$ cat src/rtl/dbgring_pkg.sv
package dbgring_pkg;

    localparam int HDR_BYTES = 32;

    typedef enum logic [1:0] {
        REG_CTRL = 2'd0,
        REG_BASE = 2'd1,
        REG_PTRS = 2'd2,
        REG_NONE = 2'd3
    } reg_idx_e;

    localparam int CTRL_EN_BIT = 7;

    typedef struct packed {
        logic        pending;
        logic [31:0] len;
        logic [31:0] addr;
        logic [31:0] next_ptr;
    } chunk_t;

    typedef enum logic {
        ST_IDLE = 1'b0,
        ST_REQ  = 1'b1
    } issue_st_e;

    function automatic chunk_t plan_chunk(input logic [31:0] prod,
                                          input logic [31:0] cons,
                                          input logic [31:0] base,
                                          input logic [31:0] data_bytes);
        chunk_t c;
        logic   wrapped;
        wrapped    = prod < cons;
        c.pending  = prod != cons;
        c.len      = wrapped ? (data_bytes - cons) : (prod - cons);
        c.addr     = base + 32'(HDR_BYTES) + cons;
        c.next_ptr = wrapped ? 32'd0 : prod;
        return c;
    endfunction

endpackage

$ cat src/rtl/dbgring_regs.sv
module dbgring_regs
    import dbgring_pkg::*;
#(
    parameter int          PTR_W    = 16,
    parameter int          OFS_W    = 26,
    parameter logic [25:0] BASE_RST = 26'h3FF_0000
) (
    input  logic             clk,
    input  logic             rst,
    input  logic             soft_rst,
    input  logic             tgt_we,
    input  logic [PTR_W-1:0] tgt_ptr,
    input  logic             reg_we,
    input  logic [1:0]       reg_addr,
    input  logic [3:0]       reg_be,
    input  logic [31:0]      reg_wdata,
    output logic [31:0]      reg_rdata,
    input  logic             adv_en,
    input  logic [PTR_W-1:0] adv_ptr,
    output logic             enable,
    output logic             en_set,
    output logic [OFS_W-1:0] base,
    output logic [PTR_W-1:0] prod,
    output logic [PTR_W-1:0] cons
);
    logic wr_ctrl, wr_base, wr_cons, wr_prod;
    logic [15:0] cons16, prod16;

    always_comb begin
        wr_ctrl = reg_we && reg_addr == REG_CTRL && reg_be[0];
        wr_base = reg_we && reg_addr == REG_BASE && (&reg_be);
        wr_cons = reg_we && reg_addr == REG_PTRS && (&reg_be[3:2]);
        wr_prod = reg_we && reg_addr == REG_PTRS && (&reg_be[1:0]);
        en_set  = wr_ctrl && reg_wdata[CTRL_EN_BIT];
        cons16  = 16'(cons);
        prod16  = 16'(prod);
        case (reg_addr)
            REG_CTRL: reg_rdata = 32'(enable) << CTRL_EN_BIT;
            REG_BASE: reg_rdata = 32'(base);
            REG_PTRS: reg_rdata = {cons16, prod16};
            default:  reg_rdata = 32'd0;
        endcase
    end

    always_ff @(posedge clk) begin
        if (rst) begin
            enable <= 1'b0;
            base   <= OFS_W'(BASE_RST);
            prod   <= '0;
            cons   <= '0;
        end else begin
            if (wr_ctrl) enable <= reg_wdata[CTRL_EN_BIT];
            if (wr_base) base <= reg_wdata[OFS_W-1:0];
            if (soft_rst) begin
                prod <= '0;
                cons <= '0;
            end else begin
                if (tgt_we)       prod <= tgt_ptr;
                else if (wr_prod) prod <= reg_wdata[PTR_W-1:0];
                if (wr_cons)      cons <= reg_wdata[16 +: PTR_W];
                else if (adv_en)  cons <= adv_ptr;
            end
        end
    end


    soft_clear_chk: assert property (@(posedge clk) disable iff (rst)
        soft_rst |=> (prod == '0 && cons == '0));


    tgt_load_chk: assert property (@(posedge clk) disable iff (rst)
        (tgt_we && !soft_rst) |=> prod == $past(tgt_ptr));

endmodule

$ cat src/rtl/dbgring_chunk.sv
module dbgring_chunk
    import dbgring_pkg::*;
#(
    parameter int PTR_W = 16,
    parameter int OFS_W = 26
) (
    input  logic [PTR_W-1:0] prod,
    input  logic [PTR_W-1:0] cons,
    input  logic [OFS_W-1:0] base,
    output chunk_t           chunk
);
    localparam logic [31:0] DATA_BYTES = 32'((1 << PTR_W) - HDR_BYTES);

    always_comb begin
        chunk = plan_chunk(32'(prod), 32'(cons), 32'(base), DATA_BYTES);
    end
endmodule

$ cat src/rtl/dbgring_issuer.sv
module dbgring_issuer
    import dbgring_pkg::*;
#(
    parameter int PTR_W = 16
) (
    input  logic             clk,
    input  logic             rst,
    input  logic             enable,
    input  logic             en_set,
    input  chunk_t           chunk,
    input  logic             xfer_done,
    input  logic             req_ready,
    output logic             req_valid,
    output logic [31:0]      req_len,
    output logic [31:0]      req_addr,
    output logic             adv_en,
    output logic [PTR_W-1:0] adv_ptr
);
    localparam logic [31:0] MAX_LEN = 32'((1 << PTR_W) - HDR_BYTES);

    issue_st_e state;
    logic      go_flag;
    logic [PTR_W-1:0] next_q;

    always_comb begin
        req_valid = state == ST_REQ;
        adv_en    = req_valid && req_ready;
        adv_ptr   = next_q;
    end

    always_ff @(posedge clk) begin
        if (rst) begin
            state    <= ST_IDLE;
            go_flag  <= 1'b1;
            req_len  <= '0;
            req_addr <= '0;
            next_q   <= '0;
        end else begin
            case (state)
                ST_IDLE: begin
                    if (enable && go_flag && chunk.pending) begin
                        req_len  <= chunk.len;
                        req_addr <= chunk.addr;
                        next_q   <= chunk.next_ptr[PTR_W-1:0];
                        state    <= ST_REQ;
                    end
                end
                default: begin
                    if (req_ready) begin
                        state   <= ST_IDLE;
                        go_flag <= 1'b0;
                    end
                end
            endcase
            if (xfer_done || en_set) go_flag <= 1'b1;
        end
    end


    hold_payload_chk: assert property (@(posedge clk) disable iff (rst)
        (req_valid && !req_ready) |=> (req_valid && $stable(req_len) && $stable(req_addr)));


    one_flight_chk: assert property (@(posedge clk) disable iff (rst)
        $rose(req_valid) |-> $past(go_flag));


    issue_gate_chk: assert property (@(posedge clk) disable iff (rst)
        $rose(req_valid) |-> ($past(enable) && $past(chunk.pending)));


    len_range_chk: assert property (@(posedge clk) disable iff (rst)
        req_valid |-> (req_len != 32'd0 && req_len <= MAX_LEN));

endmodule

$ cat src/rtl/dbgring_drain.sv
module dbgring_drain
    import dbgring_pkg::*;
#(
    parameter int          PTR_W    = 16,
    parameter int          OFS_W    = 26,
    parameter logic [25:0] BASE_RST = 26'h3FF_0000
) (
    input  logic             clk,
    input  logic             rst,
    input  logic             soft_rst,
    input  logic             tgt_we,
    input  logic [PTR_W-1:0] tgt_ptr,
    input  logic             reg_we,
    input  logic [1:0]       reg_addr,
    input  logic [3:0]       reg_be,
    input  logic [31:0]      reg_wdata,
    output logic [31:0]      reg_rdata,
    output logic             req_valid,
    input  logic             req_ready,
    output logic [31:0]      req_len,
    output logic [31:0]      req_addr,
    input  logic             xfer_done
);
    logic             enable, en_set, adv_en;
    logic [OFS_W-1:0] base;
    logic [PTR_W-1:0] prod, cons, adv_ptr;
    chunk_t           chunk;

    dbgring_regs #(.PTR_W(PTR_W), .OFS_W(OFS_W), .BASE_RST(BASE_RST)) u_regs (
        .clk(clk), .rst(rst), .soft_rst(soft_rst),
        .tgt_we(tgt_we), .tgt_ptr(tgt_ptr),
        .reg_we(reg_we), .reg_addr(reg_addr), .reg_be(reg_be),
        .reg_wdata(reg_wdata), .reg_rdata(reg_rdata),
        .adv_en(adv_en), .adv_ptr(adv_ptr),
        .enable(enable), .en_set(en_set), .base(base),
        .prod(prod), .cons(cons)
    );

    dbgring_chunk #(.PTR_W(PTR_W), .OFS_W(OFS_W)) u_chunk (
        .prod(prod), .cons(cons), .base(base), .chunk(chunk)
    );

    dbgring_issuer #(.PTR_W(PTR_W)) u_issuer (
        .clk(clk), .rst(rst), .enable(enable), .en_set(en_set),
        .chunk(chunk), .xfer_done(xfer_done), .req_ready(req_ready),
        .req_valid(req_valid), .req_len(req_len), .req_addr(req_addr),
        .adv_en(adv_en), .adv_ptr(adv_ptr)
    );


    wrap_zero_chk: assert property (@(posedge clk) disable iff (rst)
        (adv_en && !soft_rst && !(reg_we && reg_addr == REG_PTRS) && $past(prod) == prod
         && req_len == 32'((1 << PTR_W) - HDR_BYTES) - 32'(cons)) && prod < cons
        |=> cons == '0);

endmodule

$ cat config.mk
export PLATFORM = sky130hd
export DESIGN_NAME = dbgring_drain
export DESIGN_NICKNAME = d
export VERILOG_FILES = /design/src/rtl/dbgring_pkg.sv /design/src/rtl/dbgring_regs.sv /design/src/rtl/dbgring_chunk.sv /design/src/rtl/dbgring_issuer.sv /design/src/rtl/dbgring_drain.sv
export SDC_FILE = /design/constraint.sdc
export NUM_CORES = 1
export LEC_CHECK = 0
export ABC_AREA = 1
export CORE_MARGIN = 10
export CORE_UTILIZATION = 45
export CTS_CLUSTER_DIAMETER = 200
export CTS_CLUSTER_SIZE = 30
export DETAILED_ROUTE_END_ITERATION = 8
export PLACE_DENSITY_LB_ADDON = 0.15
export SLEW_MARGIN = 20
export SYNTH_ARGS = -nofsm -noshare
export SYNTH_HDL_FRONTEND = slang
export SYNTH_SLANG_ARGS = --single-unit
$ cat constraint.sdc
create_clock -name clk -period 3.5 [get_ports clk]
set_clock_uncertainty 0.1 [all_clocks]
set_input_delay 0.7 -clock clk [delete_from_list [all_inputs] [get_ports clk]]
set_output_delay 0.7 -clock clk [all_outputs]
set_load 0.005 [all_outputs]
---- Word level (Yosys, flattened, before mapping) ----
Cells that the tools add are included.
word-level totals
  bits in registers ....................... 141
  output and inout bits ................... 97
  bits of input ports ..................... 61
  logic and storage cells ................. 50
operators by class
  muxes and demuxes ....................... 10
  add/sub/neg operators ................... 4
  order comparisons ....................... 1
  bitwise logic cells ..................... 1
  eq/ne operators ......................... 3
  reductions and logical operators ........ 22
operator list
  operator                number
  $pmux 32 s3             1
  $mux 16                 5
  $add 32x16->32          1
  $mux 32                 1
  $add 26x6->27 const B   1
  $sub 16x16->17          1
  $sub 16x16->17 const A  1
  $lt 16x16->1            1
  $ne 16x16->1            1
  $logic_and 1x1->1       11
  $reduce_and 2->1        4
  $reduce_and 4->1        1
  $reduce_bool 2->1       2
  $reduce_or 2->1         2
  $mux 1                  3
  $eq 2x1->1 const B      1
  $eq 2x2->1 const B      1
  $logic_not 2->1         1
  $logic_or 1x1->1        1
  $not 1->1               1

---- Logic depth before layout (Yosys ltp) ----
Gate-level depths: netlist of the first run.
  depth in word-level cells ............... 6
  gate-level depth with buffers ........... 19

---- Modules after synthesis ----
A second synthesis of the first run with hierarchy kept.
second synthesis, totals
  cells, all modules ...................... 1,726
  area total of the unflattened synthesis .. 10,348.7 µm²
modules (own cells, without submodules)
  module          seq. area each (µm²)  cells an instance  area each (µm²)  instances
  dbgring_chunk   0.0                   713                3,681.0          1
  dbgring_issuer  1,641.6               530                3,533.4          1
  dbgring_regs    1,181.1               483                3,134.3          1

---- Worst setup path before layout of the first run ----
Ideal clock, no wire load.
  path kind ............................... reg-to-reg
  from .................................... reg u_regs.base[6]
  to ...................................... reg u_issuer.req_addr[24]
  period minus slack after synthesis ...... 2,672 ps
  stages on the path, launching flop included .. 18
  path slack .............................. 828 ps
  setup time .............................. 109 ps
  data required time ...................... 3,291 ps
  path buffers ............................ 0
  data arrival time ....................... 2,463 ps
  path through ............................ dfxtp_1 > ha_1 > nand2_1 > nor2_1 > nand2_1 > nor3_1 > xor2_1 > ha_1 > nand2_1 > nor4_1 > nand2_1 > and2_1 > nor2_2 > nand2_1 > nand2_1 > nand3_1 > nand2_1 > inv_1
on the way
  longest elaborated chain between the ends .. 2
RTL lines
  element                   line                  RTL
  start: declaration        dbgring_regs.sv:22    output logic [OFS_W-1:0] base,
  start signal: assignment  dbgring_regs.sv:48    base <= OFS_W'(BASE_RST);
  start signal: assignment  dbgring_regs.sv:53    if (wr_base) base <= reg_wdata[OFS_W-1:0];
  $add 26x6->27             dbgring_pkg.sv:35     c.addr = base + 32'(HDR_BYTES) + cons;
  $add 32x16->32            dbgring_pkg.sv:35
  end signal: assignment    dbgring_issuer.sv:43  req_addr <= chunk.addr;
  end: declaration          dbgring_issuer.sv:15  output logic [31:0] req_addr,
Every way passes these cells.
A chain may end at the register's enable or synchronous reset.

---- Worst setup path in the final report of the first run ----
  from .................................... in reg_addr[0]
  to ...................................... out reg_rdata[25]
on the way
  longest elaborated chain between the ends .. 2
RTL lines
  element                                   line                 RTL
  start: declaration                        dbgring_drain.sv:14  input logic [1:0] reg_addr,
  $eq 2x2->1, or another cell as far along  dbgring_regs.sv:37   case (reg_addr)
  $pmux 32 s3 *                             dbgring_regs.sv:37
  end: declaration                          dbgring_drain.sv:17  output logic [31:0] reg_rdata,
Every way passes the cells marked *; elsewhere a longest branch is shown, timed or not.

==> results.yml, run 1 <==
worst_setup_path:
  critPathArrivalTime_ns: 2.42
  crit_path_cell_trace: "clkdlybuf4s50_1 -> buf_4 -> nand2_1 -> buf_4 -> o22ai_1 -> clkdlybuf4s50_1"
  crit_type: "input pin to output pin"
  critPathLaunchType: "input pin"
  worstSetupEndpointType: "output pin"
  slowest_stage: "clkdlybuf4s50_1"
  crit_path_max_fanout: 12
  rrSetupSlack_ns: 0.38
  slowest_delay_ns: 0.53
  worstPathRequired_ns: 2.70
routing:
  finalWirelength_um: 31260
  antenna_left: 0
  drtPass1Iterations: 7
  vias: 8892
  viasPerCell: 5.412
  post-route-drc-count: 0
  drt-initial-drc-count: 788
  wl_per_cell_um: 19.02
synth:
  synthCells: 1257
  syn_avg_cell_area_sq_um: 6.487
  synth_seq_cells: 122
  async_flop_share: 0
  synth_ff_type: "dfxtp_1"
  ys_seq_area_frac: 0.2995
  synth-edff-count: 0
  synth.cell_area_sq_um: 8154
  synth_warnings: 0
  synth_cell_types: 43
layout:
  fill_cells: 1767
  n_antenna_cell: 0
  area_growth_pct: 28.57
  final_cell_mix: "nand2_1, nor2_1, clkdlybuf4s50_1"
  nets: 1500
  final_common_cell: "nand2_1"
  drive_gt1_frac: 0.07709
timing:
  tns_ns: 0
  setup_viol_count_final: 0
  worst_slew_pin_slew_ns: 0.7445
  hold_ws_ns: 0.3555
  post-route-period-util: 0.9194
  hold_viol: 0
  fin_crit_ns: 3.218
  max_clock_freq_mhz: 310.8
  maxSlewHeadroom: 0.5031
  rsz0062_at_grt: "no"
  final_max_slew_viol_count: 0
floorplan:
  die_area_sq_um: 23900
  num_rows: 49
  start_util: 0.4555
  die_w_um: 154.6
  die_y_um: 154.6
  core_sq_um: 17900
  io_pins: 158
power:
  p_per_area_nw_per_um2: 354.7
  p_int_mw: 2.578
  combPwrFrac: 0.165
  ir_worst_vdd_mv: 0.3059
  p_leak_nw: 4.686
  p_sw_mw: 1.141
  swShare: 0.3068
  seq_power_share: 0.389
  clkPwrFrac: 0.447
global_route:
  grt_max_degree: 50
  grt_overflow: 0
  grt_pass1_wl_um: 48080
  grt_pass1_vias: 8540
  antenna_found_initial: 0
  grt.total_usage: 0.2568
cts:
  clock_sinks: 122
  cts.htree.levels: 4
  clock_path_buffers: 2
  ctsHoldBuffers: 0
  clk_pin_slew_ns: 0.06
  cts_tree: "built"
  cts_resized: 0
  worstSkewPairLatency_ns: 0.44
  cts-root-buf: "clkbuf_16"
  cts_buffers: 17
  postCtsSetupRepairBufs: 0
placement:
  portBuffers: 153
  hpwlAfterDp_um: 25150
  globalplace.congestion: 0.9973
worst_hold_path:
  hp-class: "register to register"
status:
  outcome: "complete, no violations"
job:
  drv_cap: 0
[power groups by stage]
stage,Sequential (mW),Combinational [mW],Clock [mW]
global placement,1.48,0.599,0
finish,1.45,0.612,1.66
detailed placement,1.48,0.596,0
floorplan,1.47,0.336,0
CTS,1.44,0.600,1.67
global route,1.45,0.670,1.72
[synth_stat cells (all sizes together), types with 2 or more instances]
| library cell | n | area, sq um |
|---|---|---|
| a211oi | 9 | 67.56 |
| a21o | 3 | 22.52 |
| a21oi | 71 | 355.3 |
| a31oi | 26 | 168.9 |
| buf | 30 | 202.7 |
| clkbuf | 38 | 142.6 |
| clkinv | 2 | 7.510 |
| dfxtp | 122 | 2442 |
| fa | 2 | 40.04 |
| ha | 36 | 450.4 |
| inv | 119 | 446.7 |
| nand2 | 305 | 1160 |
| nand3 | 76 | 390.4 |
| nand3b | 2 | 15.01 |
| nand4 | 17 | 112.6 |
| nor2 | 194 | 800.8 |
| nor3 | 19 | 105.1 |
| o211ai | 16 | 120.1 |
| o21ai | 95 | 479.2 |
| o21bai | 5 | 37.54 |
| o22ai | 10 | 62.56 |
| xnor2 | 9 | 78.83 |
| xor2 | 44 | 400.4 |
[layout make-up]
| type | instances | area (sq um) | area share |
|---|---|---|---|
| multi-input combinational | 949 | 4923 | 0.4696 |
| sequential | 122 | 2442 | 0.2330 |
| timing repair buffer | 190 | 1834 | 0.1750 |
| inverter | 121 | 454.2 | 0.04332 |
| clock buffer | 17 | 425.4 | 0.04058 |
| tap | 229 | 286.5 | 0.02733 |
| clock inverter | 15 | 117.6 | 0.01122 |
[state kept, by name, indices dropped and copies added, names as in the netlist]
signal	flops
u_issuer.adv_ptr	16
u_issuer.go_flag	1
u_issuer.req_addr	28
u_issuer.req_len	17
u_issuer.req_valid	1
u_regs.base	26
u_regs.cons	16
u_regs.enable	1
u_regs.prod	16
[metal layers]
layer	routed length, um	part of all wire	vias to the layer above	GRT usage
met3	2567	0.082	70	0.06600
li1	-	-	4394	-
met1	13560	0.43	4023	0.3252
met5	0	0	-	0
met4	1286	0.041	0	0.1183
met2	13840	0.44	405	0.3996
[worst max-delay path: cells and delay by family]
family / cells / cell delay, ns
and+or+nand+nor: 1 / 0.10
AOI/OAI and AO/OA: 1 / 0.17
buffers and inverters: 4 / 1.46
[path summary, 6_finish.rpt]
kind,start,to,cells after the start
setup / recovery,reg_addr[0],reg_rdata[25],6
hold / removal,u_issuer.req_addr[27],u_issuer.req_addr[27],2
setup reg to reg,u_regs.base[5],u_issuer.req_addr[24],17
hold reg to reg,u_issuer.req_addr[27],u_issuer.req_addr[27],2
[metrics by stage]
| step | setup slack, ns | instances | util | instance area [sq um] | power, mW |
|---|---|---|---|---|---|
| after floorplan | 0.8281 | 1260 | - | 8165 | 1.801 |
| after global placement | 0.3311 | 1611 | 0.5553 | 9941 | 2.074 |
| after detailed placement | 0.2943 | 1611 | 0.5553 | 9941 | 2.072 |
| after CTS | 0.2939 | 1643 | 0.5856 | 10480 | 3.713 |
| after global routing | 0.04185 | 1643 | 0.5856 | 10480 | 3.836 |
| final | 0.2822 | 1643 | 0.5856 | 10480 | 3.719 |
[cells by family (layout without fill, tap and decap cells)]
| group | Yosys count | after routing | synth area share |
|---|---|---|---|
| AND/OR/NAND/NOR | 616 | 616 | 0.3192 |
| AO/OA/AOI/OAI | 238 | 238 | 0.1639 |
| buffers and inverters | 189 | 343 | 0.09805 |
| flip-flops | 122 | 122 | 0.2995 |
| XOR/XNOR | 53 | 53 | 0.05877 |
| adder cells (fa/ha/maj) | 38 | 38 | 0.06015 |
| other | 1 | 4 | 0.0004599 |
Note: power is estimated with default switching activity, not from simulation.
==> inputs of run 2 (changes only) <==
Settings changed: CORE_MARGIN 10 to not set, HOLD_SLACK_MARGIN set to 0.03, RECOVER_POWER set to 50.
==> run 2 against run 1 <==
  * First-iteration DRC count shrank 7.9%
  * Count of clock-buffer cells in the layout grew 1
  * Critical endpoint is now reg_rdata[21]
  * Largest power group unchanged
  * Highest routed layer unchanged
  * Die area shrank 22%
  * Critical path depth is the same
==> results.yml, run 2 (synthesized netlist as in run 1, its figures left out) <==
routing:
  finalWirelength_um: 29250
  antenna_left: 0
  vias: 8838
  viasPerCell: 5.389
  post-route-drc-count: 0
  drt-initial-drc-count: 726
  drtPass1Iterations: 5
  wl_per_cell_um: 17.83
layout:
  drive_gt1_frac: 0.07491
  final_cell_mix: "nand2_1, nor2_1, dfxtp_1"
  largest_register_ffs: 28
  nets: 1502
  area_growth_pct: 30.18
  n_antenna_cell: 0
  largest-register: "u_issuer.req_addr"
  reg_top3: "u_issuer.req_addr x28, u_regs.base x26, u_issuer.req_len x17"
  fill_cells: 1706
  final_common_cell: "nand2_1"
job:
  drv_cap: 0
worst_setup_path:
  cp.depth: 6
  worstPathRequired_ns: 2.70
  worstSetupEndpointType: "output pin"
  critical_path.top_delay_family: "buffers and inverters"
  crit_path_max_fanout: 15
  critPathLaunchType: "input pin"
  slowest_stage: "dlygate4sd3_1"
  critPathBufInv: 4
  r2r_cells: 17
  critPathArrivalTime_ns: 2.51
  crit_path_cell_trace: "dlygate4sd3_1 -> nor2_2 -> clkinv_1 -> buf_4 -> o22ai_1 -> clkdlybuf4s50_1"
  slowest_delay_ns: 0.62
  crit_type: "input pin to output pin"
cts:
  cts.htree.levels: 4
  ctsHoldBuffers: 0
  worstSkewPairLatency_ns: 0.43
  cts_buffers: 17
  postCtsSetupRepairBufs: 0
  cts_tree: "built"
  clock_path_buffers: 2
  clk_pin_slew_ns: 0.06
  cts_resized: 0
  cts-root-buf: "clkbuf_16"
  clock_sinks: 122
timing:
  setup_viol_count_final: 0
  max_clock_freq_mhz: 302.2
  maxSlewHeadroom: 0.4530
  final_max_slew_viol_count: 0
  post-route-period-util: 0.9456
  worst_slew_pin_slew_ns: 0.8205
  rsz0062_at_grt: "no"
  hold_viol: 0
  tns_ns: 0
  fin_crit_ns: 3.310
floorplan:
  die_w_um: 136.6
  io_pins: 158
  die_y_um: 136.6
  die_area_sq_um: 18660
  num_rows: 48
  core_sq_um: 17480
  start_util: 0.4666
power:
  finalPower_mw: 4.125
  p_per_area_nw_per_um2: 388.6
  p_leak_nw: 4.974
  ir_worst_vdd_mv: 0.3478
worst_hold_path:
  hp-class: "register to register"
  hold_path_depth: 2
global_route:
  grt.total_usage: 0.3230
  grt_max_degree: 59
  grt_pass1_wl_um: 44620
  grt_pass1_vias: 8020
  antenna_found_initial: 0
  grt_overflow: 0
placement:
  globalplace.congestion: 0.9860
  portBuffers: 153
  hpwlAfterDp_um: 23260
status:
  outcome: "complete, no violations"
==> run 2: changes by cell type in the layout (fill, tap and decap cells not counted), sizes merged <==
cell | before | now
dlygate4sd3 | 0 | 61
clkbuf | 17 | 21
inv | 124 | 122
buf | 37 | 36
clkdlybuf4s50 | 153 | 92
clkinvlp | 7 | 2
clkinv | 5 | 4
bufinv | 0 | 6
==> run 2: layout make-up <==
cell class	count	area, sq um	area share
Clock inverter	13	239.0	0.02251
Tap cell	225	281.5	0.02652
Multi-Input combinational cell	949	4921	0.4636
Timing Repair Buffer	192	1838	0.1731
Inverter	121	454.2	0.04279
Sequential cell	122	2442	0.2301
Clock buffer	18	439.2	0.04137
==> run 2: tightest hold or removal path, cell delays in order (launching register included) <==
cell and delay, ns:
dfxtp_1 0.31, nand2_1 0.06, nor2_1 0.03
==> run 2: per-stage QoR <==
step | cells | setup slack, ns | hold slack [ns] | instance area (sq um) | utilization
after global placement | 1609 | 0.2751 | 0.3287 | 9963 | 0.5701
after floorplan | 1260 | 0.8281 | 0.3355 | 8165 | -
after detailed placement | 1609 | 0.2469 | 0.3328 | 9963 | 0.5701
after global routing | 1640 | 0.07356 | 0.3641 | 10620 | 0.6074
after CTS | 1640 | 0.2447 | 0.3443 | 10640 | 0.6089
final | 1640 | 0.1904 | 0.3379 | 10620 | 0.6074
==> run 2: final timing paths <==
| check | start | to | slack (ns) |
|---|---|---|---|
| worst max-delay path | reg_addr[0] | reg_rdata[21] | 0.19 |
| worst min-delay path | u_issuer.req_addr[27] | u_issuer.req_addr[27] | 0.34 |
| worst max register to register | u_regs.base[6] | u_issuer.req_addr[24] | 0.32 |
| worst min register to register | u_issuer.req_addr[27] | u_issuer.req_addr[27] | 0.34 |
==> run 2: per-layer routing <==
| metal | track usage | routed length [um] | up-vias |
|---|---|---|---|
| li1 | - | - | 4389 |
| met4 | 0.1537 | 1196 | 0 |
| met1 | 0.4294 | 13020 | 3997 |
| met2 | 0.4980 | 12760 | 377 |
| met3 | 0.06481 | 2265 | 75 |
| met5 | 0 | 0 | - |
==> run 2: where the power goes <==
group	leakage, nW	internal [mW]	total (mW)	switching [mW]
sequential	0.987	1.42	1.44	0.0245
combinational	3.66	0.251	0.616	0.365
clock	0.324	1.36	2.07	0.709
total	4.97	3.03	4.13	1.10
==> inputs of run 3 (changes only) <==
Settings changed: ABC_AREA 1 to not set, CTS_CLUSTER_DIAMETER 200 to 150.
==> run 3 against run 2 <==
  * Synthesized cell count decreased by 20%
  * Critical endpoint is now u_issuer.req_addr[23]
  * Worst setup slack improved by 0.021 ns
  * Cell area fell by 4.8%
  * Hold slack better by 0.0072 ns
  * Non-clock buffer count grew 8
  * Register-to-register slack got worse by 0.11 ns
  * Sequential cell count is the same
  * Clock power shrank 12%
==> results.yml, run 3 <==
layout:
  area_growth_pct: 30.71
  final_common_cell: "nand2_1"
  final_cell_mix: "nand2_1, dfxtp_1, clkdlybuf4s50_1"
  nets: 1236
  stdcell_area_sq_um: 10100
  instances_no_fill: 1370
  reg_top3: "u_issuer.req_addr x28, u_regs.base x26, u_issuer.req_len x17"
  largest-register: "u_issuer.req_addr"
  fin_util: 0.6050
  largest_register_ffs: 28
  n_antenna_cell: 0
  fill_cells: 1586
  drive_gt1_frac: 0.07826
synth:
  yosys.area_share.simple: 0.2502
  synth.mux.area_fraction: 0.02331
  synth_xor_area_frac: 0.05552
  synthTopCellsByArea: "dfxtp_1, nand2_1, ha_1, a21oi_1, xnor2_1"
  synth_top_family_by_area: "simple AND/OR/NAND/NOR gates"
  synth_compound_area_frac: 0.2216
  synthCells: 1000
  ys_seq_area_frac: 0.3160
  async_flop_share: 0
  synth_warnings: 0
  synth-edff-count: 0
  synth_seq_cells: 122
  synth.cell_area_sq_um: 7730
  synth_area_leader_cell: "dfxtp_1"
  yosys-top-cells-count: "nand2_1, dfxtp_1, a21oi_1, nor2_1, clkbuf_1"
  synthAdderAreaFrac: 0.06345
  yosys.area.top_type_share: 0.3160
  synth_ff_type: "dfxtp_1"
  yosysMostFrequentCell: "nand2_1"
  synth_cell_types: 66
  syn_avg_cell_area_sq_um: 7.730
timing:
  worst_slew_pin_slew_ns: 1.391
  hold_ws_ns: 0.3451
  tns_ns: 0
  maxSlewHeadroom: 0.07240
  final_max_slew_viol_count: 0
  setup_viol_count_final: 0
  setup_slack_ns: 0.2110
  rsz0062_at_grt: "no"
  hold_viol: 0
  max_clock_freq_mhz: 304.0
  fin_crit_ns: 3.289
  post-route-period-util: 0.9397
power:
  finalPower_mw: 3.758
  p_leak_nw: 4.110
  p_per_area_nw_per_um2: 371.9
  ir_worst_vdd_mv: 0.3582
cts:
  cts_buffers: 17
  postCtsSetupRepairBufs: 0
  cts.htree.levels: 4
  cts-root-buf: "clkbuf_16"
  cts_tree: "built"
  cts_resized: 0
  worstSkewPairLatency_ns: 0.43
  clk_pin_slew_ns: 0.06
  ctsHoldBuffers: 0
  clock_sinks: 122
  clock_path_buffers: 2
placement:
  dpl.cell_count: 1338
  dpl_cell_area_sq_um: 9504
  portBuffers: 153
  globalplace.congestion: 0.9565
  hpwlAfterDp_um: 20020
  detailedPlace.worstSlack_ns: 0.2210
routing:
  viasPerCell: 5.845
  vias: 8007
  wl_per_cell_um: 18.97
  drtPass1Iterations: 7
  drt-initial-drc-count: 720
  antenna_left: 0
  finalWirelength_um: 25990
  post-route-drc-count: 0
global_route:
  grt_pass1_vias: 7278
  grt.total_usage: 0.2991
  antenna_found_initial: 0
  grt_max_degree: 44
  grt_pass1_wl_um: 40630
  grt_overflow: 0
floorplan:
  die_area_sq_um: 17710
  io_pins: 158
  die_w_um: 133.1
  core_sq_um: 16700
  start_util: 0.4628
  num_rows: 47
  die_y_um: 133.1
worst_hold_path:
  hp-class: "register to register"
worst_setup_path:
  rrSetupSlack_ns: 0.21
  worstSetupEndpointType: "register"
  critPathArrivalTime_ns: 3.50
  crit_type: "register to register"
  crit_path_max_fanout: 6
  critPathLaunchType: "register"
  worstPathRequired_ns: 3.71
status:
  outcome: "complete, no violations"
job:
  drv_cap: 0
run 3: changes by cell type after synthesis, sizes merged, moves of 26 or more:
cell / before / now
nand2: 305 / 153
nor2: 194 / 85
inv: 119 / 32
o21ai: 95 / 33
xor2: 44 / 12
a311oi: 0 / 28
xnor2: 9 / 37
nand3: 76 / 49
a22o: 0 / 26
run 3: kinds of logic (layout without fill, tap and decap cells):
group                    count (synthesis)  in the layout
flip-flops                             122            122
buffers and inverters                  117            264
adder cells (fa/ha/maj)                 38             38
AND/OR/NAND/NOR                        401            401
other                                    1              4
XOR/XNOR                                49             49
multiplexers                            18             18
AO/OA/AOI/OAI                          254            254
run 3: critical path, cell delays in order, from the launching register on:
cell and delay (ns):
dfxtp_1 0.40, ha_1 0.24, and4_1 0.27, nand2_1 0.09
xnor2_1 0.15, ha_1 0.39, o21ai_0 0.11, a22oi_1 0.24
nand3_1 0.13, a21oi_2 0.16, a21boi_1 0.13, or4_1 0.48
a32o_1 0.27
run 3: area by class of cell:
type                    instances  area [sq um]  area share
clock buffers                  19         442.9     0.04384
clock inverters                13         170.2     0.01684
inverters                      32         120.1     0.01189
multi-input cells             764          4776      0.4727
flip-flops and latches        122          2442      0.2417
well taps                     220         275.3     0.02724
repair buffers                200          1877      0.1858
run 3: layer usage:
metal	vias up	GRT usage	wire length, um
met1	3745	0.4186	11840
met5	-	0	0
li1	3834	-	-
met3	51	0.05862	2079
met2	377	0.4500	11320
met4	0	0.1162	743
run 3: power breakdown:
group          internal, mW  switching [mW]
registers              1.41          0.0240
clock network          1.14           0.680
logic                 0.230           0.274
total                  2.78           0.977
run 3: final timing paths:
path | from | endpoint | cells past startpoint
setup / recovery | u_regs.base[5] | u_issuer.req_addr[23] | 12
hold reg to reg | u_issuer.req_addr[5] | u_issuer.req_addr[5] | 2
setup reg to reg | u_regs.base[5] | u_issuer.req_addr[23] | 12
hold / removal | u_issuer.req_addr[5] | u_issuer.req_addr[5] | 2
